File: src/rtl/sd_pkg.sv
// Shared definitions for the sparse template rule decoder.
// Assumes threshold fields are 3 bits wide (counts 1..7 per window).
package sd_pkg;

    localparam int unsigned THR_W = 3;

    typedef enum logic {
        SEQ_IDLE = 1'b0,
        SEQ_RUN  = 1'b1
    } seq_phase_e;

    // Index width for a count of n items, never below one bit.
    function automatic int unsigned width_of(input int unsigned n);
        return (n > 1) ? $clog2(n) : 1;
    endfunction

endpackage

File: src/rtl/sd_rule_mem.sv
// Rule storage: one register per rule entry, written through a single
// port and read combinationally at the sequencer's address.
// Assumes the caller raises wr_lock for the whole of a decode pass.
// Writes to addresses past NUM_RULES-1 fall on no entry and are lost.
module sd_rule_mem #(
    parameter int unsigned NUM_RULES = 16,
    parameter int unsigned ENTRY_W   = 9,
    parameter int unsigned ADDR_W    = 4
) (
    input  logic               clk,
    input  logic               rst_n,
    input  logic               wr_en,
    input  logic               wr_lock,
    input  logic [ADDR_W-1:0]  wr_addr,
    input  logic [ENTRY_W-1:0] wr_data,
    input  logic [ADDR_W-1:0]  rd_addr,
    output logic [ENTRY_W-1:0] rd_data
);

    logic [ENTRY_W-1:0] entry_q [NUM_RULES];

    for (genvar e = 0; e < NUM_RULES; e++) begin : g_entry
        // Clear to invalid on reset; accept a write only when unlocked.
        always_ff @(posedge clk) begin
            if (!rst_n) begin
                entry_q[e] <= '0;
            end else if (wr_en && !wr_lock && (wr_addr == ADDR_W'(e))) begin
                entry_q[e] <= wr_data;
            end
        end
    end

    // Present the entry the sequencer points at.
    always_comb begin
        rd_data = entry_q[rd_addr];
    end

endmodule

File: src/rtl/sd_sequencer.sv
// Pass sequencer: accepts a strobe when idle, then steps through every
// rule slot of every state, one entry per cycle, in ascending order.
// Flags a strobe that arrives mid-pass as an overrun and drops it.
module sd_sequencer
    import sd_pkg::*;
#(
    parameter int unsigned NUM_STATES      = 8,
    parameter int unsigned RULES_PER_STATE = 2,
    parameter int unsigned STATE_W         = 3,
    parameter int unsigned SLOT_W          = 1,
    parameter int unsigned ADDR_W          = 4
) (
    input  logic              clk,
    input  logic              rst_n,
    input  logic              start_req,
    output logic              accept,
    output logic              busy,
    output logic              overrun,
    output logic              slot_last,
    output logic              state_last,
    output logic [ADDR_W-1:0] rule_addr
);

    seq_phase_e         phase_q;
    logic [STATE_W-1:0] state_q;
    logic [SLOT_W-1:0]  slot_q;
    logic               overrun_q;

    // Decode position and handshake from the current phase.
    always_comb begin
        busy       = (phase_q == SEQ_RUN);
        accept     = start_req && (phase_q == SEQ_IDLE);
        slot_last  = (slot_q == SLOT_W'(RULES_PER_STATE - 1));
        state_last = (state_q == STATE_W'(NUM_STATES - 1));
        rule_addr  = ADDR_W'(state_q) * ADDR_W'(RULES_PER_STATE) + ADDR_W'(slot_q);
        overrun    = overrun_q;
    end

    // Advance through slots and states; return to idle after the last rule.
    always_ff @(posedge clk) begin
        if (!rst_n) begin
            phase_q <= SEQ_IDLE;
            state_q <= '0;
            slot_q  <= '0;
        end else begin
            case (phase_q)
                SEQ_IDLE: begin
                    if (start_req) begin
                        phase_q <= SEQ_RUN;
                        state_q <= '0;
                        slot_q  <= '0;
                    end
                end
                SEQ_RUN: begin
                    if (slot_last) begin
                        slot_q <= '0;
                        if (state_last) begin
                            phase_q <= SEQ_IDLE;
                            state_q <= '0;
                        end else begin
                            state_q <= state_q + STATE_W'(1);
                        end
                    end else begin
                        slot_q <= slot_q + SLOT_W'(1);
                    end
                end
                default: phase_q <= SEQ_IDLE;
            endcase
        end
    end

    // Register a one-cycle overrun flag for strobes seen mid-pass.
    always_ff @(posedge clk) begin
        if (!rst_n) begin
            overrun_q <= 1'b0;
        end else begin
            overrun_q <= start_req && (phase_q == SEQ_RUN);
        end
    end

endmodule

File: src/rtl/sd_rule_eval.sv
// Rule evaluator: holds the latched count vector, compares the pointed-to
// count with the entry's threshold, and folds the per-slot results of one
// state through a shift register into a single state bit.
// Assumes CNT_W >= 1; pointers past NUM_CH-1 read a count of zero.
// state_bit is meaningful in the cycle of a state's last slot.
module sd_rule_eval
    import sd_pkg::*;
#(
    parameter int unsigned NUM_CH          = 32,
    parameter int unsigned CNT_W           = 4,
    parameter int unsigned RULES_PER_STATE = 2,
    parameter int unsigned PTR_W           = 5,
    parameter int unsigned ENTRY_W         = 9
) (
    input  logic                    clk,
    input  logic                    rst_n,
    input  logic                    load,
    input  logic [NUM_CH*CNT_W-1:0] cnt_in,
    input  logic                    step,
    input  logic [ENTRY_W-1:0]      rule,
    output logic                    state_bit
);

    localparam int unsigned CMP_W = (CNT_W > THR_W) ? CNT_W : THR_W;

    logic [NUM_CH*CNT_W-1:0] cnt_q;
    logic [CNT_W-1:0]        cnt_arr [NUM_CH];
    logic                    ent_valid;
    logic [PTR_W-1:0]        ent_ptr;
    logic [THR_W-1:0]        ent_thr;
    logic [CNT_W-1:0]        sel_cnt;
    logic                    rule_ok;
    logic                    pass_all;
    logic                    used_any;

    // Capture the count vector when a pass is accepted.
    always_ff @(posedge clk) begin
        if (!rst_n) begin
            cnt_q <= '0;
        end else if (load) begin
            cnt_q <= cnt_in;
        end
    end

    for (genvar c = 0; c < NUM_CH; c++) begin : g_split
        assign cnt_arr[c] = cnt_q[c*CNT_W +: CNT_W];
    end

    // Select the pointed-to count and compare it with the threshold.
    always_comb begin
        ent_valid = rule[ENTRY_W-1];
        ent_ptr   = rule[THR_W +: PTR_W];
        ent_thr   = rule[THR_W-1:0];
        sel_cnt   = (int'(ent_ptr) < int'(NUM_CH)) ? cnt_arr[ent_ptr] : '0;
        rule_ok   = !ent_valid || (CMP_W'(sel_cnt) >= CMP_W'(ent_thr));
    end

    if (RULES_PER_STATE == 1) begin : g_single
        assign pass_all = rule_ok;
        assign used_any = ent_valid;
    end else begin : g_multi
        localparam int unsigned SR_W = RULES_PER_STATE - 1;
        logic [SR_W-1:0] pass_sr;
        logic [SR_W-1:0] used_sr;

        // Shift in each slot's result and valid flag as the pass steps.
        always_ff @(posedge clk) begin
            if (!rst_n) begin
                pass_sr <= '0;
                used_sr <= '0;
            end else if (step) begin
                pass_sr <= SR_W'({pass_sr, rule_ok});
                used_sr <= SR_W'({used_sr, ent_valid});
            end
        end

        assign pass_all = &{pass_sr, rule_ok};
        assign used_any = |{used_sr, ent_valid};
    end

    // A state fires only if all slots pass and at least one is populated.
    always_comb begin
        state_bit = pass_all && used_any;
    end

endmodule

File: src/rtl/sd_score_collect.sv
// Score collector: shifts each finished state bit into an accumulator so
// that state i ends at bit i, then publishes the full vector with a
// one-cycle valid pulse. The published vector holds until the next pass.
module sd_score_collect #(
    parameter int unsigned NUM_STATES = 8
) (
    input  logic                  clk,
    input  logic                  rst_n,
    input  logic                  state_done,
    input  logic                  pass_done,
    input  logic                  state_bit,
    output logic [NUM_STATES-1:0] score,
    output logic                  score_valid
);

    logic [NUM_STATES-1:0] collected;
    logic [NUM_STATES-1:0] score_q;
    logic                  valid_q;

    if (NUM_STATES == 1) begin : g_one
        assign collected = state_bit;
    end else begin : g_many
        logic [NUM_STATES-2:0] acc_q;

        assign collected = {state_bit, acc_q};

        // Slide earlier states toward bit 0 as each state completes.
        always_ff @(posedge clk) begin
            if (!rst_n) begin
                acc_q <= '0;
            end else if (state_done) begin
                acc_q <= collected[NUM_STATES-1:1];
            end
        end
    end

    // Publish the vector and raise valid for one cycle at pass end.
    always_ff @(posedge clk) begin
        if (!rst_n) begin
            score_q <= '0;
            valid_q <= 1'b0;
        end else begin
            valid_q <= pass_done;
            if (pass_done) begin
                score_q <= collected;
            end
        end
    end

    assign score       = score_q;
    assign score_valid = valid_q;

endmodule

File: src/rtl/sparse_rule_decoder.sv
// Top level of the sparse template rule decoder. Wires the sequencer,
// rule memory, evaluator and score collector together. The rule memory
// is locked for writes while a pass runs.
module sparse_rule_decoder
    import sd_pkg::*;
#(
    parameter int unsigned NUM_CH          = 32,
    parameter int unsigned CNT_W           = 4,
    parameter int unsigned NUM_STATES      = 8,
    parameter int unsigned RULES_PER_STATE = 2,
    localparam int unsigned PTR_W     = width_of(NUM_CH),
    localparam int unsigned ENTRY_W   = 1 + PTR_W + THR_W,
    localparam int unsigned NUM_RULES = NUM_STATES * RULES_PER_STATE,
    localparam int unsigned ADDR_W    = width_of(NUM_RULES)
) (
    input  logic                    clk,
    input  logic                    rst_n,
    input  logic                    cnt_valid,
    input  logic [NUM_CH*CNT_W-1:0] cnt_vec,
    input  logic                    rule_wr_en,
    input  logic [ADDR_W-1:0]       rule_wr_addr,
    input  logic [ENTRY_W-1:0]      rule_wr_data,
    output logic                    busy,
    output logic                    overrun,
    output logic                    score_valid,
    output logic [NUM_STATES-1:0]   score
);

    localparam int unsigned STATE_W = width_of(NUM_STATES);
    localparam int unsigned SLOT_W  = width_of(RULES_PER_STATE);

    logic               accept;
    logic               slot_last;
    logic               state_last;
    logic [ADDR_W-1:0]  rd_addr;
    logic [ENTRY_W-1:0] rd_rule;
    logic               state_bit;
    logic               state_done;
    logic               pass_done;

    sd_sequencer #(
        .NUM_STATES     (NUM_STATES),
        .RULES_PER_STATE(RULES_PER_STATE),
        .STATE_W        (STATE_W),
        .SLOT_W         (SLOT_W),
        .ADDR_W         (ADDR_W)
    ) i_seq (
        .clk       (clk),
        .rst_n     (rst_n),
        .start_req (cnt_valid),
        .accept    (accept),
        .busy      (busy),
        .overrun   (overrun),
        .slot_last (slot_last),
        .state_last(state_last),
        .rule_addr (rd_addr)
    );

    sd_rule_mem #(
        .NUM_RULES(NUM_RULES),
        .ENTRY_W  (ENTRY_W),
        .ADDR_W   (ADDR_W)
    ) i_mem (
        .clk    (clk),
        .rst_n  (rst_n),
        .wr_en  (rule_wr_en),
        .wr_lock(busy),
        .wr_addr(rule_wr_addr),
        .wr_data(rule_wr_data),
        .rd_addr(rd_addr),
        .rd_data(rd_rule)
    );

    sd_rule_eval #(
        .NUM_CH         (NUM_CH),
        .CNT_W          (CNT_W),
        .RULES_PER_STATE(RULES_PER_STATE),
        .PTR_W          (PTR_W),
        .ENTRY_W        (ENTRY_W)
    ) i_eval (
        .clk      (clk),
        .rst_n    (rst_n),
        .load     (accept),
        .cnt_in   (cnt_vec),
        .step     (busy),
        .rule     (rd_rule),
        .state_bit(state_bit)
    );

    // Mark the last slot of each state and the last slot of the pass.
    always_comb begin
        state_done = busy && slot_last;
        pass_done  = busy && slot_last && state_last;
    end

    sd_score_collect #(
        .NUM_STATES(NUM_STATES)
    ) i_collect (
        .clk        (clk),
        .rst_n      (rst_n),
        .state_done (state_done),
        .pass_done  (pass_done),
        .state_bit  (state_bit),
        .score      (score),
        .score_valid(score_valid)
    );

endmodule

File: config.mk
export PLATFORM = sky130hd
export DESIGN_NAME = sparse_rule_decoder
export DESIGN_NICKNAME = d
export VERILOG_FILES = /design/src/rtl/sd_pkg.sv /design/src/rtl/sd_rule_mem.sv /design/src/rtl/sd_sequencer.sv /design/src/rtl/sd_rule_eval.sv /design/src/rtl/sd_score_collect.sv /design/src/rtl/sparse_rule_decoder.sv
export SDC_FILE = /design/constraint.sdc
export NUM_CORES = 1
export LEC_CHECK = 0
export BUFFER_PORTS_ARGS = -buffer_cell sky130_fd_sc_hd__buf_2
export CAP_MARGIN = 20
export CORE_MARGIN = 2
export CORE_UTILIZATION = 53
export CTS_CLUSTER_SIZE = 14
export DETAILED_ROUTE_END_ITERATION = 10
export PLACE_DENSITY = 0.76
export REMOVE_ABC_BUFFERS = 1
export SLEW_MARGIN = 15
export SYNTH_ARGS = -nofsm -noshare
export SYNTH_HDL_FRONTEND = slang
export SYNTH_SLANG_ARGS = --single-unit
File: constraint.sdc
create_clock -name clk -period 4.5 [get_ports clk]
set_clock_uncertainty 0.15 [all_clocks]
set_input_delay 0.9 -clock clk [delete_from_list [all_inputs] [get_ports clk]]
set_output_delay 0.9 -clock clk [all_outputs]
set_load 0.02 [all_outputs]
==> results.toml <==
[global_route]
grt_start_max_net_pins = 104
grt_pass1_wl_um = 52280
first_global_vias = 9540
grt_remaining_overflow = 0
track_usage_pct = 23.84
antenna_found_initial = 2

[detailed_routing]
post-route-drc-count = 0
met2_length_um = 16430
highest_layer = "met4"
drtIter0Drc = 1026
routed_via_density = 5.546
wl_per_cell_um = 19.12
dr.pass1.iters = 5
wl_um = 34180
detail-route-antenna-nets = 0
wl_met1_um = 14790
vias = 9917
wl_met3_um = 2087

[floorplan]
fp.dieW_um = 165.7
die_h_um = 165.7
initial_core_util_pct = 53.62
die_area_sq_mm = 0.02745
core-area_sq_mm = 0.02584
ios = 156
row_count = 59

[setup_path]
path_cells = "buf_4, mux4_2, a22oi_2, nand2_4, buf_4, buf_12, mux2i_1, mux2i_1, mux2i_1, mux2i_1, mux2_2, ha_1, a21o_1, a21o_1, or3_1, a21oi_2, a22oi_2, o21ai_2, o31ai_1"
crit_arrival_ns = 4.63
crit_top_cell = "mux2i_1"
slowest_stage = "mux4_2"
cp-start-kind = "flip-flop"
required_ns = 4.79
cp-end-kind = "flip-flop"
critPathKind = "flip-flop to flip-flop"
critPathMaxStageDelay_ns = 0.50
worstPathMaxFanout = 16

[cells_and_area]
fin_nets = 1577
area_growth_pct = 17.29
layout-drive-gt1-share_pct = 22.54
final_area_sq_mm = 0.01625
final_util_pct = 62.90
fillCellCount = 2038

[timing]
tightestPinTransition_ns = 1.108
finalCritPeriodShare_pct = 96.60
setup_viol = 0
min_period_ns = 4.347
clock.fmax_mhz = 230.0
hold_violations = 0
drv_slew = 0
slew-limit-headroom_pct = 25.32

[place]
gp_congestion = 0.8282
portBuffers = 155
dp_hpwl_um = 23030
place_area_sq_mm = 0.01506

[cts]
cts_max_path_buffers = 3
numCtsBuffers = 31
htreeDepth = 1
cts.sinks = 296
root_buffer = "clkbuf_16"
clkLatencyLatePin_ns = 0.55
clkTransAtPathRegs_ns = 0.07
cts_tree = "done"

[synthesis]
yosysSeqAreaShare_pct = 53.17
yosys_warnings = 0
avgSynthCellArea_sq_um = 10.89
synthCells = 1272
synth_top_area_share_pct = 31.21
yosysTopAreaCell = "edfxtp_1"
netlist_top_cells_count = "297 x nand2_1, 152 x dfxtp_1, 149 x and2_1"
ys_async_sr_fraction_pct = 0
yosys_most_used_dff = "dfxtp_1"
synth_seq_cells = 296
syn_area_sq_mm = 0.01385
synthDistinctLibCells = 50
synth-edff-count = 144
yosysMostFrequentCell = "nand2_1"
synthTopCellsByArea = "edfxtp_1 31%, dfxtp_1 22%, nand2_1 8.0%, a21boi_0 7.8%, mux2i_1 7.8%"

[power_and_ir_drop]
p_per_area_mw_per_mm2 = 384.4
vdd_drop_max_v = 0.0003180
power.leakage_nw = 6.380

[outcome]
run_status = "completed"

[hold_path]
min_path_type = "flip-flop to flip-flop"

[run]
cap_violations = 0
report_power, final:
group          switching, W  internal, W  total, W  leakage, nW
registers         0.0000614      0.00295   0.00301         2.71
logic              0.000378     0.000310  0.000688         3.17
clock network       0.00105      0.00150   0.00255        0.504
total               0.00149      0.00476   0.00625         6.38
flip-flops by register name (all words and copies together) (netlist names), 3 cells and up:
| signal | count |
|---|---|
| i_collect.score | 8 |
| i_eval.cnt_q | 128 |
| i_collect.g_many.acc_q | 7 |
| i_seq.state_q | 3 |
| i_mem.entry_q | 144 |
path summary, 6_finish.rpt:
check | startpoint | to | slack, ns | cells past startpoint
min | i_eval.cnt_q[67] | i_eval.cnt_q[67] | 0.31 | 2
min reg2reg | i_eval.cnt_q[67] | i_eval.cnt_q[67] | 0.31 | 2
max reg2reg | i_seq.state_q[0] | i_collect.score[7] | 0.15 | 19
max | i_seq.state_q[0] | i_collect.score[7] | 0.15 | 19
layout make-up:
cell class | instances | area, sq um | area share (%)
well taps | 335 | 419.2 | 2.579
clock inverters | 11 | 117.6 | 0.7237
clock buffers | 46 | 902.1 | 5.551
inverters | 9 | 35.03 | 0.2156
diodes | 2 | 5.005 | 0.03080
repair buffers | 210 | 1330 | 8.184
flip-flops and latches | 296 | 7373 | 45.37
multi-input cells | 879 | 6068 | 37.34
logic make-up after synthesis:
logic type | count (synthesis) | synth area share (%)
mux | 157 | 14.96
fa+ha+maj | 5 | 0.4515
compound gates | 203 | 10.67
flops | 296 | 53.17
buf+inv | 97 | 3.378
simple gates | 514 | 17.37
through the flow:
stage	power (W)	setup slack (ns)	hold slack, ns	instances	setup TNS (ns)
after floorplan	0.003441	-1.029	0.2886	1184	-125.13
final	0.006246	0.1529	0.3134	1788	0
after global placement	0.003710	0.01983	0.3001	1716	0
after global routing	0.006440	-0.02735	0.3325	1788	-0.05999
after CTS	0.006254	0.04129	0.3161	1773	0
after detailed placement	0.003728	-0.06396	0.3069	1716	-0.1654
metal layers:
metal | vias up | GRT usage (%)
li1 | 4746 | -
met1 | 4764 | 32.73
met2 | 345 | 39.71
met3 | 62 | 3.704
met4 | 0 | 6.503
met5 | - | 0
placed cells by master, fill, tap and decap left out, types with 23 or more instances in the layout:
cell type	synthesis	routed
a21boi_0	144	144
and2_1	149	149
buf_2	5	154
buf_4	8	45
clkbuf_16	0	33
dfxtp_1	152	149
edfxtp_1	144	144
mux2i_1	108	108
mux4_2	38	38
nand2_1	297	296
nor2_1	24	23
timing repair:
| item | CTS | global route |
|---|---|---|
| pin swaps | 0 | 3 |
| gates resized for setup | 3 | 11 |
| setup buffers | 0 | 9 |
| gates cloned | 0 | 2 |
| setup endpoints to repair | 3 | 3 |
| hold buffers | 0 | 0 |
worst max-delay path, delay by kind of cell (launching register included):
kind                       cells  cell delay [ns]
AOI/OAI and AO/OA              7             1.08
adders and majority gates      1             0.27
buffers and inverters          3             0.45
DFF                            1             0.38
muxes                          6             1.32
and+or+nand+nor                2             0.57
No activity file was read; power rests on OpenSTA's default activity.
